`config.mk`:
```
export PLATFORM = sky130hd
export DESIGN_NAME = cpu_rst_hold_ilk
export DESIGN_NICKNAME = d
export VERILOG_FILES = /design/src/rtl/cpu_rst_hold_pkg.sv /design/src/rtl/cpu_rst_hold_dp.sv /design/src/rtl/cpu_rst_hold_ctl.sv /design/src/rtl/cpu_rst_hold_ilk.sv
export SDC_FILE = /design/constraint.sdc
export NUM_CORES = 1
export LEC_CHECK = 0
export CORE_AREA = 5 5 42 44
export DETAILED_ROUTE_END_ITERATION = 10
export DIE_AREA = 0 0 47 49
export GPL_ROUTABILITY_DRIVEN = 0
export PLACE_DENSITY = 0.64
export SETUP_SLACK_MARGIN = 0.05
export SLEW_MARGIN = 20
export SYNTH_ARGS = -nofsm -noshare
export SYNTH_HDL_FRONTEND = slang
export SYNTH_SLANG_ARGS = --single-unit
```
`constraint.sdc`:
```
create_clock -name clk -period 1.95 [get_ports clk]
set_input_delay 0.39 -clock clk [delete_from_list [all_inputs] [get_ports clk]]
set_output_delay 0.39 -clock clk [all_outputs]
set_load 0.005 [all_outputs]
```
`src/rtl/cpu_rst_hold_pkg.sv`:
```
package cpu_rst_hold_pkg;

  typedef enum logic [1:0] {
    ST_IDLE  = 2'd0,
    ST_HOLD  = 2'd1,
    ST_RESET = 2'd2
  } ilkState_t;

  typedef struct packed {
    logic startPulse;
    logic pulseActive;
  } ilkStrobe_t;

endpackage

```
`src/rtl/cpu_rst_hold_dp.sv`:
```
module cpu_rst_hold_dp
  import cpu_rst_hold_pkg::*;
#(
  parameter int NUM_SRC   = 3,
  parameter int PULSE_LEN = 16
) (
  input  logic               clk,
  input  logic               rstN,
  input  logic [NUM_SRC-1:0] srcRstReq,
  input  logic               fastRstReq,
  input  logic               fastRstEn,
  input  ilkStrobe_t         strobe,
  output logic               rstNow,
  output logic               pulseDone
);

  localparam int CNT_W = $clog2(PULSE_LEN + 1);
  localparam logic [CNT_W-1:0] CNT_LOAD = CNT_W'(PULSE_LEN - 1);

  logic             anyReq;
  logic             pending;
  logic [CNT_W-1:0] pulseCnt;

  // Merge all sources; the fast-reset bit is gated by its enable.
  assign anyReq = (|srcRstReq) | (fastRstReq & fastRstEn);

  // Requests are only accepted outside a running pulse.
  assign rstNow    = ~strobe.pulseActive & (pending | anyReq);
  assign pulseDone = strobe.pulseActive & (pulseCnt == '0);

  always_ff @(posedge clk or negedge rstN) begin
    if (!rstN) begin
      pending <= 1'b0;
    end else begin
      pending <= (pending | (anyReq & ~strobe.pulseActive)) & ~strobe.startPulse;
    end
  end

  always_ff @(posedge clk or negedge rstN) begin
    if (!rstN) begin
      pulseCnt <= '0;
    end else if (strobe.startPulse) begin
      pulseCnt <= CNT_LOAD;
    end else if (pulseCnt != '0) begin
      pulseCnt <= pulseCnt - 1'b1;
    end
  end

  // a latched request survives until a pulse starts
  assert_pending_kept_R8 : assert property (@(posedge clk) disable iff (!rstN)
    (pending && !strobe.startPulse) |=> pending);

  // a disabled fast-reset bit alone never yields a reset request
  assert_fast_gated_R7 : assert property (@(posedge clk) disable iff (!rstN)
    (!fastRstEn && srcRstReq == '0 && !pending) |-> !rstNow);

  // no new request is accepted during a pulse
  assert_no_merge_latch_R9 : assert property (@(posedge clk) disable iff (!rstN)
    strobe.pulseActive |=> !pending);

endmodule

```
`src/rtl/cpu_rst_hold_ctl.sv`:
```
module cpu_rst_hold_ctl
  import cpu_rst_hold_pkg::*;
#(
  parameter int PULSE_LEN = 16
) (
  input  logic       clk,
  input  logic       rstN,
  input  logic       holdOnlyMode,
  input  logic       holdReq,
  input  logic       rstNow,
  input  logic       pulseDone,
  output ilkStrobe_t strobe,
  output logic       cpuReset,
  output logic       cpuHold
);

  localparam int RUN_W = $clog2(PULSE_LEN + 1) + 1;

  ilkState_t state, nextState;

  always_comb begin
    nextState = state;
    unique case (state)
      ST_IDLE: begin
        if (rstNow && !holdOnlyMode)  nextState = ST_RESET;
        else if (holdReq)             nextState = ST_HOLD;
      end
      ST_HOLD: begin
        if (rstNow && (holdOnlyMode || !holdReq)) nextState = ST_RESET;
        else if (!holdReq)                        nextState = ST_IDLE;
      end
      ST_RESET: begin
        if (pulseDone) nextState = holdReq ? ST_HOLD : ST_IDLE;
      end
      default: nextState = ST_IDLE;
    endcase
  end

  always_ff @(posedge clk or negedge rstN) begin
    if (!rstN) state <= ST_IDLE;
    else       state <= nextState;
  end

  assign strobe.startPulse  = (nextState == ST_RESET) && (state != ST_RESET);
  assign strobe.pulseActive = (state == ST_RESET);
  assign cpuReset = (state == ST_RESET);
  assign cpuHold  = (state == ST_HOLD);

  // Run-length tracker for the pulse-width check.
  logic [RUN_W-1:0] runLen;
  always_ff @(posedge clk or negedge rstN) begin
    if (!rstN)                             runLen <= '0;
    else if (!cpuReset)                    runLen <= '0;
    else if (runLen < RUN_W'(PULSE_LEN))   runLen <= runLen + 1'b1;
  end

  assert_never_both_R1 : assert property (@(posedge clk) disable iff (!rstN)
    !(cpuReset && cpuHold));

  assert_reset_waits_hold_R2 : assert property (@(posedge clk) disable iff (!rstN)
    (cpuHold && holdReq && !holdOnlyMode) |=> !cpuReset);

  assert_hold_waits_reset_R3 : assert property (@(posedge clk) disable iff (!rstN)
    (cpuReset && !pulseDone) |=> (cpuReset && !cpuHold));

  assert_min_width_R4 : assert property (@(posedge clk) disable iff (!rstN)
    $fell(cpuReset) |-> (runLen >= RUN_W'(PULSE_LEN)));

  assert_hold_only_R10 : assert property (@(posedge clk) disable iff (!rstN)
    (holdOnlyMode && !cpuReset && !cpuHold) |=> !cpuReset);

endmodule

```
`src/rtl/cpu_rst_hold_ilk.sv`:
```
module cpu_rst_hold_ilk
  import cpu_rst_hold_pkg::*;
#(
  parameter int NUM_SRC   = 3,
  parameter int PULSE_LEN = 16
) (
  input  logic               clk,
  input  logic               rstN,
  input  logic [NUM_SRC-1:0] srcRstReq,
  input  logic               fastRstReq,
  input  logic               fastRstEn,
  input  logic               holdOnlyMode,
  input  logic               holdReq,
  output logic               cpuReset,
  output logic               cpuHold
);

  ilkStrobe_t strobe;
  logic       rstNow;
  logic       pulseDone;

  cpu_rst_hold_dp #(.NUM_SRC(NUM_SRC), .PULSE_LEN(PULSE_LEN)) dp_i (
    .clk        (clk),
    .rstN       (rstN),
    .srcRstReq  (srcRstReq),
    .fastRstReq (fastRstReq),
    .fastRstEn  (fastRstEn),
    .strobe     (strobe),
    .rstNow     (rstNow),
    .pulseDone  (pulseDone)
  );

  cpu_rst_hold_ctl #(.PULSE_LEN(PULSE_LEN)) ctl_i (
    .clk          (clk),
    .rstN         (rstN),
    .holdOnlyMode (holdOnlyMode),
    .holdReq      (holdReq),
    .rstNow       (rstNow),
    .pulseDone    (pulseDone),
    .strobe       (strobe),
    .cpuReset     (cpuReset),
    .cpuHold      (cpuHold)
  );

endmodule

```
==> out/results.txt <==
Skew-Pair Late Insertion Delay: 250 ps
Worst Path Required: 1560 ps
Clock Root Buffer: clkbuf_4
Final setup TNS: 0 ps
Share of post-route cells with drive strength above 1: 9.84%
Worst-Margin Slew: 366 ps
PwrDens: 1190 nW/µm²
Cells after DPL: 74
Synth warnings: 0
Post-synth EDFFs: 0
CTS Buf Count: 3
Post-CTS Resized: 0
CTS Sinks: 8
Xor and xnor area share after synthesis: 3.80%
Io pins: 11
Clock power share: 17.0%
Hold Buf Count CTS: 0
Max FO, Critical Path: 6
Gate Count Post-Synth: 48
Synth-to-layout area growth: 30.2%
Multiplexer area fraction after synthesis: 2.45%
Most common cell in the synthesized netlist: dfrtp_1
First-pass GRT wire length: 1570 µm
Reg-to-reg setup timing slack: 210 ps
Synth area leader: dfrtp_1
Routed len/inst: 11.7 µm
Post-Layout Cell Count: 77
H-tree depth: 1
Initial DRC count: 11
Top post-synthesis cells by count: 8 x dfrtp_1, 5 x inv_1, 4 x nand2_1, 4 x nor2b_1, 3 x o21ai_1
Worst setup path category: reg2out
Async set-reset flop share out of synthesis: 100%
GRT Residual Overflow: 0
Synthesized area: 460 µm²
Max-Cap Viols: 0
Clk buf depth: 2
Nets: 74
Routed Antenna Nets: 0
DIE AREA: 2300 µm²
CP Capture Type: primary output
Avg Inst Size Synth: 9.59 µm²
CP arrival: 1370 ps
Minimum clock period: 1760 ps
Adder-cell share of the synthesized area: 5.43%
Net Switching: 0.247 mW
Main combinational cell family by area after synthesis: simple AND/OR/NAND/NOR gates
First-pass DRT Iterations: 3
N_diodes: 0
Total Wirelength: 899 µm
Hold Crit Class: in2async
Synth Area in Simple Gates: 23.6%
FP Rows: 14
VDD IR max: 466 µV
Yosys reg bits: 8
Post-CTS setup buffer count: 0
Final period utilization: 90.4%
Tot GR Track Use: 9.45%
Sequential share of power: 42.8%
# port buffers: 10
Via density per instance: 4.96
Drt drc: 0
TritonCTS clock tree: done
Vias in the first global route: 365
Initial core utilization: 32.9%
Fmax: 0.568 GHz
Worst Skew: 7.10 ps
Switching share of power: 34.6%
Filler cells: 144
Setup violators final: 0
Finished Cell Area: 599 µm²
Clock input transition at the sequential cells of the worst setup and hold paths: 50 ps
Placed instance area: 577 µm²
Startpoint types: flip-flop
Unique masters post-synth: 25
RSZ-0062 raised after global routing: false
Initial antenna violation count: 0
Hpwl dp: 734 µm
Seq/Total Area, Yosys: 43.5%
Synth Area in Compound Gates: 14.7%
Largest cells by area after synthesis: dfrtp_1 43%, ha_1 5.4%, nor2b_1 5.4%
Die Span X: 47 µm
Status: complete, no violations
Final Hold Vio Count: 0
Max-slew violations: 0
Rel. slew slack: 75.5%
Prevailing post-synth register cell: dfrtp_1
Via count of the routed design: 382
Combinational share of power: 40.2%
Internal power: 0.467 mW
Largest net degree at the start of global routing: 9
Core ar.: 1400 µm²
Post-synth top area share: 43.5%
Chip height: 49 µm
Static Leak: 0.264 nW
Post-Synthesis Net Count: 59
critical path: stages, from the launching register on:
cell and delay [ps]:
dfrtp_1 430, nor2b_1 170, clkdlybuf4s50_1 520
worst paths after layout:
path,start,to,cells past startpoint
min in group clk,dp_i.pending,dp_i.pending,1
worst min register to register,dp_i.pending,dp_i.pending,1
worst min-delay path,rstN,ctl_i.state[0],1
worst max register to register,dp_i.pulseCnt[0],ctl_i.state[0],5
worst max-delay path,ctl_i.state[0],cpuReset,2
max in group asynchronous,rstN,dp_i.pulseCnt[4],1
cells by family (layout without fill, tap and decap cells):
group                    after synthesis  in the layout
multiplexers                           1              1
XOR/XNOR                               2              2
buffers and inverters                  6             19
AO/OA/AOI/OAI                         10             10
flip-flops                             8              8
adder cells (fa/ha/maj)                2              2
AND/OR/NAND/NOR                       19             19
cells in the final DEF, fill, tap and decap left out:
master / synthesis / final
clkdlybuf4s50_1: 0 / 10
dfrtp_1: 8 / 8
inv_1: 5 / 5
nor2b_1: 4 / 4
nand2_1: 4 / 4
o21ai_1: 3 / 3
clkbuf_4: 0 / 3
nand3_1: 2 / 2
and2_0: 2 / 2
nor2_1: 2 / 2
ha_1: 2 / 2
nor4_1: 1 / 1
o21ai_0: 1 / 1
or4b_4: 1 / 1
or3_1: 1 / 1
a31oi_1: 1 / 1
a211o_1: 1 / 1
o311a_1: 1 / 1
nor3_1: 1 / 1
o221ai_1: 1 / 1
xor2_1: 1 / 1
o22ai_1: 1 / 1
xnor2_1: 1 / 1
nor3b_1: 1 / 1
mux2_2: 1 / 1
o21a_1: 1 / 1
buf_4: 0 / 1
layer usage:
layer	vias up	routed length [µm]	GRT usage (%)
met2	6	458	13.1
met1	183	396	12.2
li1	193	-	-
met5	-	0	0
met3	0	45	5.54
met4	0	0	2.76
per-stage QoR:
stage	hold slack [ps]	power [mW]	utilization (%)	setup slack, ps
finish	418	0.715	42.8	188
global route	451	0.793	42.8	122
CTS	427	0.726	42.8	181
detailed placement	539	0.602	41.2	167
global placement	533	0.592	41.2	219
floorplan	94.4	0.500	-	236
area by class of cell:
cell class                 count  area, µm²  area share [%]
clock buffer                   3       22.5            3.76
tap                           16       20.0            3.34
multi-input combinational     34        230            38.4
timing repair buffer          11        108            18.0
sequential                     8        200            33.4
inverter                       5       18.8            3.13
flip-flops by register name, indices dropped and copies added (netlist names):
register       flops
ctl_i.state        2
dp_i.pending       1
dp_i.pulseCnt      5
power by group through the flow:
stage | combinational (mW) | clock, mW | sequential [mW]
5_1_grt | 0.342 | 0.136 | 0.315
3_3_place_gp | 0.286 | 0 | 0.305
3_5_place_dp | 0.294 | 0 | 0.308
2_1_floorplan | 0.212 | 0 | 0.288
4_1_cts | 0.294 | 0.126 | 0.306
6_report | 0.287 | 0.122 | 0.306
(Power assumes the default switching activity.)
